===== src/rtl/exc_pkg.sv =====
// Package: shared encodings for the exception sequencer.
// Assumes a 5-bit mode field in bits 4:0 of the status word.
package exc_pkg;

    localparam int MODE_W = 5;
    localparam int CAUSE_W = 3;
    localparam int I_BIT = 7;
    localparam int F_BIT = 6;
    localparam int NUM_REQ = 7;

    // Cause codes; the vector is the code times four.
    typedef enum logic [CAUSE_W-1:0] {
        CS_RST  = 3'd0,
        CS_UND  = 3'd1,
        CS_SWI  = 3'd2,
        CS_PABT = 3'd3,
        CS_DABT = 3'd4,
        CS_RSVD = 3'd5,
        CS_IRQ  = 3'd6,
        CS_FIQ  = 3'd7
    } cause_e;

    localparam logic [MODE_W-1:0] MD_USR = 5'b10000;
    localparam logic [MODE_W-1:0] MD_FIQ = 5'b10001;
    localparam logic [MODE_W-1:0] MD_IRQ = 5'b10010;
    localparam logic [MODE_W-1:0] MD_SVC = 5'b10011;
    localparam logic [MODE_W-1:0] MD_ABT = 5'b10111;
    localparam logic [MODE_W-1:0] MD_UND = 5'b11011;
    localparam logic [MODE_W-1:0] MD_SYS = 5'b11111;

    // Sequencer states.
    typedef enum logic [2:0] {
        ST_IDLE = 3'd0,
        ST_SPSR = 3'd1,
        ST_CPSR = 3'd2,
        ST_LR   = 3'd3,
        ST_PC   = 3'd4,
        ST_RET  = 3'd5
    } seq_state_e;

endpackage


===== src/rtl/exc_prio_arb.sv =====
// Module: exc_prio_arb
// Masks the interrupt requests with the status word and picks the
// highest-ranked pending request. Purely combinational.
// Assumes req bit index equals the cause code (bit 5 unused).
module exc_prio_arb
    import exc_pkg::*;
#(
    parameter int XLEN = 32
) (
    input  logic [7:0]          req_vec,
    input  logic [XLEN-1:0]     cpsr,
    output logic                win_valid,
    output cause_e              win_cause
);
    localparam int RANKS = NUM_REQ;

    // Ranked cause list, highest first.
    localparam logic [RANKS*CAUSE_W-1:0] RANK_TBL = {
        3'd2, 3'd1, 3'd3, 3'd6, 3'd7, 3'd4, 3'd0
    };

    logic [7:0] masked;

    // Apply the I and F mask bits and drop the reserved slot.
    always_comb begin
        masked = req_vec;
        masked[CS_RSVD] = 1'b0;
        if (cpsr[I_BIT]) masked[CS_IRQ] = 1'b0;
        if (cpsr[F_BIT]) masked[CS_FIQ] = 1'b0;
    end

    logic [RANKS-1:0]   hit;
    logic [CAUSE_W-1:0] rank_cause [RANKS];

    genvar g;
    generate
        for (g = 0; g < RANKS; g++) begin : g_rank
            assign rank_cause[g] = RANK_TBL[g*CAUSE_W +: CAUSE_W];
            assign hit[g]        = masked[rank_cause[g]];
        end
    endgenerate

    // Walk the ranks from lowest to highest so the highest hit wins.
    always_comb begin
        win_valid = |hit;
        win_cause = CS_RST;
        for (int i = RANKS - 1; i >= 0; i--) begin
            if (hit[i]) win_cause = cause_e'(rank_cause[i]);
        end
    end

endmodule


===== src/rtl/exc_cause_map.sv =====
// Module: exc_cause_map
// Translates a cause code into its target mode, vector, link offset,
// return correction and F-bit behaviour. Purely combinational.
module exc_cause_map
    import exc_pkg::*;
#(
    parameter int XLEN = 32
) (
    input  cause_e              cause,
    output logic [MODE_W-1:0]   mode,
    output logic [XLEN-1:0]     vector,
    output logic [XLEN-1:0]     lr_add,
    output logic [XLEN-1:0]     ret_sub,
    output logic                set_f,
    output logic                ret_ok
);
    localparam logic [XLEN-1:0] FOUR  = XLEN'(4);
    localparam logic [XLEN-1:0] EIGHT = XLEN'(8);

    // Vector is the cause code scaled to a word address.
    assign vector = XLEN'({cause, 2'b00});

    // Per-cause table of mode and offsets.
    always_comb begin
        mode    = MD_SVC;
        lr_add  = FOUR;
        ret_sub = '0;
        set_f   = 1'b0;
        ret_ok  = 1'b1;
        unique case (cause)
            CS_RST:  begin mode = MD_SVC; set_f = 1'b1; ret_ok = 1'b0; end
            CS_UND:  begin mode = MD_UND; end
            CS_SWI:  begin mode = MD_SVC; end
            CS_PABT: begin mode = MD_ABT; ret_sub = FOUR; end
            CS_DABT: begin mode = MD_ABT; lr_add = EIGHT; ret_sub = EIGHT; end
            CS_RSVD: begin ret_ok = 1'b0; end
            CS_IRQ:  begin mode = MD_IRQ; lr_add = EIGHT; ret_sub = FOUR; end
            CS_FIQ:  begin mode = MD_FIQ; lr_add = EIGHT; ret_sub = FOUR; set_f = 1'b1; end
            default: begin ret_ok = 1'b0; end
        endcase
    end

endmodule


===== src/rtl/exc_seq.sv =====
// Module: exc_seq
// Four-step entry sequencer and one-step return path. It captures the
// winning cause, address and status word when idle, then steps through
// the saved-status, status, link and PC writes on successive cycles.
// Assumes a synchronous active-low reset; the first idle cycle after
// reset behaves as if reset were requested.
module exc_seq
    import exc_pkg::*;
#(
    parameter int XLEN = 32
) (
    input  logic                clk,
    input  logic                rst_n,
    input  logic                win_valid,
    input  cause_e              win_cause,
    input  logic                insn_done,
    input  logic [XLEN-1:0]     cur_pc,
    input  logic [XLEN-1:0]     cur_cpsr,
    input  logic                ret_strobe,
    input  logic                ret_ok,
    input  logic [XLEN-1:0]     ret_lr,
    input  logic [XLEN-1:0]     ret_sub,
    input  logic [XLEN-1:0]     ret_spsr,
    output seq_state_e          state,
    output cause_e              cause_q,
    output logic [XLEN-1:0]     pc_q,
    output logic [XLEN-1:0]     cpsr_q,
    output logic [XLEN-1:0]     ret_pc_q,
    output logic [XLEN-1:0]     ret_cpsr_q
);
    logic       boot_q;
    logic       take_rst;
    logic       take_ret;
    logic       take_exc;
    seq_state_e state_d;

    // Decide what the idle state accepts this cycle.
    always_comb begin
        take_rst = (state == ST_IDLE) && (boot_q || (win_valid && win_cause == CS_RST));
        take_ret = (state == ST_IDLE) && !take_rst && ret_strobe && ret_ok;
        take_exc = (state == ST_IDLE) && !take_rst && !ret_strobe && win_valid && insn_done;
    end

    // Next-state selection for the fixed entry order.
    always_comb begin
        state_d = state;
        unique case (state)
            ST_IDLE: begin
                if (take_rst || take_exc) state_d = ST_SPSR;
                else if (take_ret)        state_d = ST_RET;
            end
            ST_SPSR: state_d = ST_CPSR;
            ST_CPSR: state_d = ST_LR;
            ST_LR:   state_d = ST_PC;
            ST_PC:   state_d = ST_IDLE;
            ST_RET:  state_d = ST_IDLE;
            default: state_d = ST_IDLE;
        endcase
    end

    // State register and boot flag.
    always_ff @(posedge clk) begin
        if (!rst_n) begin
            state  <= ST_IDLE;
            boot_q <= 1'b1;
        end else begin
            state <= state_d;
            if (take_rst) boot_q <= 1'b0;
        end
    end

    // Capture the entry context when a request is accepted.
    always_ff @(posedge clk) begin
        if (!rst_n) begin
            cause_q <= CS_RST;
            pc_q    <= '0;
            cpsr_q  <= '0;
        end else if (take_rst || take_exc) begin
            cause_q <= take_rst ? CS_RST : win_cause;
            pc_q    <= cur_pc;
            cpsr_q  <= cur_cpsr;
        end
    end

    // Capture the corrected return values when a return is accepted.
    always_ff @(posedge clk) begin
        if (!rst_n) begin
            ret_pc_q   <= '0;
            ret_cpsr_q <= '0;
        end else if (take_ret) begin
            ret_pc_q   <= ret_lr - ret_sub;
            ret_cpsr_q <= ret_spsr;
        end
    end

endmodule


===== src/rtl/exc_entry_ctrl.sv =====
// Module: exc_entry_ctrl (top)
// Sequences exception entry and return for a core with banked modes.
// Drives write strobes for the saved-status bank, the status word, the
// banked link register and the program counter. Assumes the register
// file applies each strobe on the clock edge ending its cycle.
module exc_entry_ctrl
    import exc_pkg::*;
#(
    parameter int XLEN = 32
) (
    input  logic                clk,
    input  logic                rst_n,
    input  logic                req_rst,
    input  logic                req_und,
    input  logic                req_swi,
    input  logic                req_pabt,
    input  logic                req_dabt,
    input  logic                req_irq,
    input  logic                req_fiq,
    input  logic                insn_done,
    input  logic [XLEN-1:0]     cur_pc,
    input  logic [XLEN-1:0]     cur_cpsr,
    input  logic                ret_strobe,
    input  logic [2:0]          ret_cause,
    input  logic [XLEN-1:0]     ret_lr,
    input  logic [XLEN-1:0]     ret_spsr,
    output logic                busy,
    output logic                spsr_we,
    output logic [4:0]          spsr_mode,
    output logic [XLEN-1:0]     spsr_wdata,
    output logic                cpsr_we,
    output logic [XLEN-1:0]     cpsr_wdata,
    output logic                lr_we,
    output logic [4:0]          lr_mode,
    output logic [XLEN-1:0]     lr_wdata,
    output logic                pc_we,
    output logic [XLEN-1:0]     pc_wdata
);
    logic [7:0]         req_vec;
    logic               win_valid;
    cause_e             win_cause;
    seq_state_e         state;
    cause_e             cause_q;
    logic [XLEN-1:0]    pc_q, cpsr_q, ret_pc_q, ret_cpsr_q;

    logic [MODE_W-1:0]  ent_mode, ret_mode_unused;
    logic [XLEN-1:0]    ent_vector, ent_lr_add, ent_ret_sub_unused;
    logic               ent_set_f, ent_ret_ok_unused;
    logic [XLEN-1:0]    rt_vector_unused, rt_lr_add_unused, rt_sub;
    logic               rt_set_f_unused, rt_ok;
    logic [XLEN-1:0]    ent_cpsr;

    // Pack requests so that bit index equals cause code.
    assign req_vec = {req_fiq, req_irq, 1'b0, req_dabt, req_pabt, req_swi, req_und, req_rst};

    exc_prio_arb #(.XLEN(XLEN)) u_arb (
        .req_vec   (req_vec),
        .cpsr      (cur_cpsr),
        .win_valid (win_valid),
        .win_cause (win_cause)
    );

    exc_cause_map #(.XLEN(XLEN)) u_ent_map (
        .cause   (cause_q),
        .mode    (ent_mode),
        .vector  (ent_vector),
        .lr_add  (ent_lr_add),
        .ret_sub (ent_ret_sub_unused),
        .set_f   (ent_set_f),
        .ret_ok  (ent_ret_ok_unused)
    );

    exc_cause_map #(.XLEN(XLEN)) u_ret_map (
        .cause   (cause_e'(ret_cause)),
        .mode    (ret_mode_unused),
        .vector  (rt_vector_unused),
        .lr_add  (rt_lr_add_unused),
        .ret_sub (rt_sub),
        .set_f   (rt_set_f_unused),
        .ret_ok  (rt_ok)
    );

    exc_seq #(.XLEN(XLEN)) u_seq (
        .clk        (clk),
        .rst_n      (rst_n),
        .win_valid  (win_valid),
        .win_cause  (win_cause),
        .insn_done  (insn_done),
        .cur_pc     (cur_pc),
        .cur_cpsr   (cur_cpsr),
        .ret_strobe (ret_strobe),
        .ret_ok     (rt_ok),
        .ret_lr     (ret_lr),
        .ret_sub    (rt_sub),
        .ret_spsr   (ret_spsr),
        .state      (state),
        .cause_q    (cause_q),
        .pc_q       (pc_q),
        .cpsr_q     (cpsr_q),
        .ret_pc_q   (ret_pc_q),
        .ret_cpsr_q (ret_cpsr_q)
    );

    // Build the status word written on entry.
    always_comb begin
        ent_cpsr             = cpsr_q;
        ent_cpsr[MODE_W-1:0] = ent_mode;
        ent_cpsr[I_BIT]      = 1'b1;
        ent_cpsr[F_BIT]      = cpsr_q[F_BIT] | ent_set_f;
    end

    // Decode the write strobes and data from the sequencer state.
    always_comb begin
        busy       = (state != ST_IDLE);
        spsr_we    = (state == ST_SPSR);
        spsr_mode  = ent_mode;
        spsr_wdata = cpsr_q;
        cpsr_we    = (state == ST_CPSR) || (state == ST_RET);
        cpsr_wdata = (state == ST_RET) ? ret_cpsr_q : ent_cpsr;
        lr_we      = (state == ST_LR);
        lr_mode    = ent_mode;
        lr_wdata   = pc_q + ent_lr_add;
        pc_we      = (state == ST_PC) || (state == ST_RET);
        pc_wdata   = (state == ST_RET) ? ret_pc_q : ent_vector;
    end

endmodule


===== config.mk =====
export PLATFORM = sky130hd
export DESIGN_NAME = exc_entry_ctrl
export DESIGN_NICKNAME = d
export VERILOG_FILES = /design/src/rtl/exc_pkg.sv /design/src/rtl/exc_prio_arb.sv /design/src/rtl/exc_cause_map.sv /design/src/rtl/exc_seq.sv /design/src/rtl/exc_entry_ctrl.sv
export SDC_FILE = /design/constraint.sdc
export NUM_CORES = 1
export LEC_CHECK = 0
export ABC_CLOCK_PERIOD_IN_PS = 6500
export BUFFER_PORTS_ARGS = -buffer_cell sky130_fd_sc_hd__buf_2
export CAP_MARGIN = 0
export CORE_ASPECT_RATIO = 0.5
export CORE_MARGIN = 2
export CORE_UTILIZATION = 35
export CTS_CLUSTER_SIZE = 8
export DETAILED_ROUTE_END_ITERATION = 6
export PLACE_DENSITY = 0.64
export SLEW_MARGIN = 20
export SYNTH_ARGS = -nofsm -noshare
export SYNTH_HDL_FRONTEND = slang
export SYNTH_SLANG_ARGS = --single-unit

===== constraint.sdc =====
create_clock -name clk -period 6.5 [get_ports clk]
set_clock_uncertainty 0.15 [all_clocks]
set_input_delay 0.325 -clock clk [delete_from_list [all_inputs] [get_ports clk]]
set_output_delay 0.325 -clock clk [all_outputs]
set_load 0.01 [all_outputs]

## After elaboration in Yosys (flattened, before gate mapping)

Index checks and enable logic that the tools add are counted.
W data, S select, Z words.

| cells by class | value |
|---|---|
| add/subtract/negate cells | 2 |
| eq/ne operators | 16 |
| multiplexer cells | 20 |
| bitwise operators | 1 |
| reductions and logical operators | 25 |

Operators with widths:

| operator | count |
|---|---|
| $mux W32 | 2 |
| $add A32 B32 Y32 | 1 |
| $sub A32 B4 Y32 | 1 |
| $eq A3 B3 Y1 const B | 9 |
| $mux W3 | 9 |
| $pmux W4 S4 | 1 |
| $eq A3 B2 Y1 const B | 4 |
| $logic_not A3 Y1 | 4 |
| $pmux W3 S4 | 1 |
| $logic_and A1 B1 Y1 | 8 |
| $pmux W4 S2 | 1 |
| $reduce_or A7 Y1 | 1 |
| $eq A3 B1 Y1 const B | 2 |
| $reduce_or A2 Y1 | 3 |
| $reduce_or A3 Y1 | 2 |
| $logic_or A1 B1 Y1 | 4 |
| $mux W1 | 4 |
| $mux W4 | 1 |
| $ne A3 B2 Y1 const B | 1 |
| $reduce_bool A3 Y1 | 1 |
| $logic_not A1 Y1 | 2 |
| $mux W2 | 1 |
| $or A1 B1 Y1 | 1 |

| word-level totals | value |
|---|---|
| bits in registers | 135 |
| input bits | 142 |
| output and inout port bits | 143 |
| word-level logic and storage cells | 71 |

## Depth between registers and ports, before layout

| logic depth | value |
|---|---|
| depth after elaboration | 19 |
| mapped depth | 10 |
| mapped depth without buffers | 10 |

## Modules after synthesis

From an unflattened synthesis, not the netlist that was laid out.

| second synthesis, totals | value |
|---|---|
| cell total of the unflattened synthesis | 1400 |
| area total of the unflattened synthesis | 10968.0 um^2 |

Modules (own cells, without submodules):

| module | times used | cells each | area an instance (um^2) | sequential area each (um^2) |
|---|---|---|---|---|
| exc_seq | 1 | 861 | 6824.0 | 2702.6 |
| exc_entry_ctrl | 1 | 308 | 2476.1 | 0.0 |
| exc_cause_map | 2 | 109 | 794.5 | 0.0 |
| exc_prio_arb | 1 | 13 | 78.8 | 0.0 |

## Worst setup path before layout

No wires, ideal clock.

| timing path | value |
|---|---|
| kind | register to output |
| start point | reg u_seq.cause_q[1] |
| end point | out lr_wdata[31] |
| data arrival time | 2.400 ns |
| required time | 6.025 ns |
| setup slack | 3.625 ns |
| cell stages (with the launch flop) | 9 |
| path buffers | 0 |
| cells stage by stage | dfxtp_1 > nand2b_1 > and2_1 > ha_1 > a21oi_1 > or3b_2 > nor3_1 > nand4_1 > xnor2_1 |

| between the ends | value |
|---|---|
| longest elaborated chain between the ends | 4 |
| elaborated cells between the ends (all ways) | 6 |
| those cells by class | add/sub (1); eq/ne (3); mux (1); reduce/logical (1) |

Ends and longest elaborated chain:

| element | RTL line | source |
|---|---|---|
| start, declared | exc_seq.sv:25 | `output cause_e cause_q,` |
| start signal, assigned | exc_seq.sv:79 | `cause_q <= take_rst ? CS_RST : win_cause;` |
| $eq A3 B3 Y1, on equally long branches | n/a |  |
| $reduce_or A3 Y1 (no source line) (*) | n/a |  |
| $mux W4 (*) | exc_cause_map.sv:30 | `unique case (cause)` |
| $add A32 B32 Y32 (*) | exc_entry_ctrl.sv:122 | `lr_wdata = pc_q + ent_lr_add;` |
| end, declared | exc_entry_ctrl.sv:35 | `output logic [XLEN-1:0] lr_wdata,` |

Mark *: on every way between the ends. The rest lies on a longest branch, timed or not.

## Worst setup path in the final report

Same ends and word-level chain as after synthesis.

==> impl_metrics.csv <==
group,metric,value,unit
sta,finalSetupViolCount,0,
detailed_routing,dr_wl_met2,10500,µm
synthesis,synth_area_leader_cell,"dfxtp_1",
finish,drive_gt1_share,27.0,%
worst_setup_path,crit_path_max_incr_delay,0.64,ns
placement,dpl_cell_area,8180,µm²
worst_setup_path,worstPathRequired,6.02,ns
clocking,cts_made_buffers,17,
sta,rsz0062_at_grt,"no",
detailed_routing,drt-met1-wl,9620,µm
detailed_routing,route.detailed.drc,0,
sta,finalWorstSetupSlack,2.69,ns
synthesis,yosysMostFrequentCell,"nand2_1",
die,die-area,20300,µm²
sta,slew_violations,0,
clocking,cts-root-buf,"clkbuf_16",
sta,slew_headroom,44.8,%
finish,nets,1380,
synthesis,ys.flop_type,"dfxtp_1",
synthesis,ys_async_sr_fraction,0,%
detailed_routing,drt_iter0_drc,353,
clocking,ctsLongestPathBuffers,2,
worst_setup_path,worstSetupPathType,"reg2out",
sta,hold_viol_final,0,
detailed_routing,ant_nets,0,
clocking,htreeDepth,4,
synthesis,ys_seq_area_share,40.5,%
clocking,clk_pin_slew,0.06,ns
global_route,grt_max_degree,83,
detailed_routing,dr_wl_met3,941,µm
clocking,numClockSinks,135,
sta,fin_crit_sh,58.6,%
placement,port-buffer-count,282,
power_and_ir_drop,leakage,0.00423,µW
synthesis,synth_area_leaders,"dfxtp_1 (40%), nand2_1 (13%), nand3_1 (6.0%)",
detailed_routing,drt-pass1-iter-count,5,
detailed_routing,wl_per_cell,14.3,µm
worst_hold_path,holdCritPathClass,"in2reg",
worst_setup_path,end_kind,"primary output",
run_status,status,"completed",
detailed_routing,highest_layer,"met4",
die,io_pins,285,
clocking,insertion_delay,0.40,ns
synthesis,ys_seq_elements,135,
global_route,grt_pass1_wl,33100,µm
worst_setup_path,cp.buffers_inverters,1,
worst_setup_path,cp_top_family,"simple AND/OR/NAND/NOR gates",
die,coreArea,18600,µm²
placement,place_hpwl,15000,µm
clocking,cts_tree,"built",
synthesis,avgSynthCellArea,7.36,µm²
synthesis,synth_top_area_share,40.5,%
global_route,antenna_found_initial,0,
sta,fin_tns_setup,0,ns
clocking,cts_resized,0,
clocking,postCtsSetupRepairBufs,0,
power_and_ir_drop,powerDensity,248,nW/µm²
sta,hold-worst-slack,0.0124,ns
sta,worstMarginPinSlew,0.828,ns
sta,period_needed,3.81,ns
global_route,grt_pass1_vias,6829,
worst_setup_path,worstPathCellList,"nand2b_1 -> and2_1 -> ha_1 -> a21oi_1 -> or3b_2 -> nor3_1 -> nand4_1 -> xnor2_1 -> buf_2",
synthesis,synth-edff-count,0,
finish,syn_to_final_growth,44.6,%
run,max_cap_violations,0,
die,num_rows,35,
global_route,track_usage,20.6,%
synthesis,syn_area,6680,µm²
synthesis,synthCells,907,
synthesis,ys_top_cells_by_count,"nand2_1 (237), dfxtp_1 (135), nand3_1 (80)",
finish,fin_cells,1504,
worst_setup_path,crit_slowest_cell,"nor3_1",
synthesis,yosysWarnings,0,
clocking,postCtsHoldBufs,83,
worst_setup_path,path_max_fanout,7,
finish,fin_area,9660,µm²
die,initial_core_util,36.0,%
detailed_routing,routed_wl,21500,µm
sta,clock.fmax,263,MHz
synthesis,synth_cell_types,48,
placement,finalWeightedCongestion,0.912,
global_route,grt.overflow.total,0,
die,die_y,102,µm
worst_setup_path,cp-start-kind,"flop",
power_and_ir_drop,irDropWorstVdd,0.174,mV
placement,pre_cts_ws,3.13,ns
detailed_routing,vias,7267,
worst_setup_path,arrival,3.33,ns
placement,placed_cells,1388,
die,die_w,199,µm
detailed_routing,via_per_inst,4.83,
## metal layers
| metal | vias to the layer above | global-route usage [%] |
|---|---|---|
| met5 | - | 0 |
| met4 | 0 | 7.24 |
| met3 | 40 | 3.83 |
| met2 | 198 | 35.8 |
| met1 | 3340 | 25.8 |
| li1 | 3689 | - |
## cell families after synthesis
kind of cell	after synthesis	share of synthesized area (%)
xor+xnor	51	6.69
buf+inv	78	5.30
other cells	1	0.0562
fa+ha+maj	6	1.35
flops	135	40.5
simple gates	473	32.2
compound gates	161	13.5
mux	2	0.337
## sequential cells by signal (all words and copies together), names as in the netlist
register and count:
u_seq.ret_pc_q 32, u_seq.cpsr_q 32, u_seq.boot_q 1, u_seq.ret_cpsr_q 32, u_seq.state 3, u_seq.pc_q 32
u_seq.cause_q 3
## stage by stage
stage,total power (µW),util (%)
finish,2390,52.0
global route,2520,52.0
CTS,2410,51.8
detailed placement,1360,44.1
global placement,1350,44.0
floorplan,1190,-
## tightest hold or removal path, stage by stage
cell and delay (ns):
buf_2 0.08, nand3_1 0.05, o21ai_0 0.08
## worst paths after layout
| check | startpoint | to | slack (ns) | depth (start not counted) |
|---|---|---|---|---|
| min | cur_pc[1] | u_seq.pc_q[1] | 0.01 | 3 |
| max | u_seq.cause_q[1] | lr_wdata[31] | 2.69 | 9 |
| min reg2reg | u_seq.ret_cpsr_q[31] | u_seq.ret_cpsr_q[31] | 0.30 | 2 |
| max reg2reg | u_seq.state[2] | u_seq.ret_pc_q[31] | 3.69 | 5 |
## layout make-up
cell class                 count  area (µm²)
fill                        1860        8910
multi-input combinational    695        3650
sequential                   135        2700
timing repair buffer         374        2330
clock buffer                  20         467
tap                          259         324
clock inverter                11         146
inverter                       9        33.8
antenna                        1        2.50
## where the power goes
part	leakage [µW]	total, µW	switching [µW]	internal (µW)
sequential	0.00110	948	54.8	894
clock	0.000299	1000	368	633
combinational	0.00282	443	250	193
total	0.00423	2390	673	1720
## placed cells by master (no fill, tap or decap), types with 8 or more instances in the layout
cell | netlist | routed
nor2_1 | 50 | 49
nor4_1 | 8 | 8
nand2b_1 | 8 | 8
dfxtp_1 | 135 | 135
o21ai_0 | 78 | 78
buf_2 | 16 | 281
nand3_1 | 80 | 80
a211oi_1 | 15 | 15
clkbuf_16 | 0 | 17
nor3_1 | 18 | 18
a21oi_1 | 49 | 49
inv_1 | 8 | 8
xnor2_1 | 39 | 39
and2_1 | 31 | 31
buf_4 | 9 | 9
nand2_1 | 237 | 237
xor2_1 | 12 | 12
dlygate4sd3_1 | 0 | 83
Note: power is estimated with default switching activity, not from simulation.
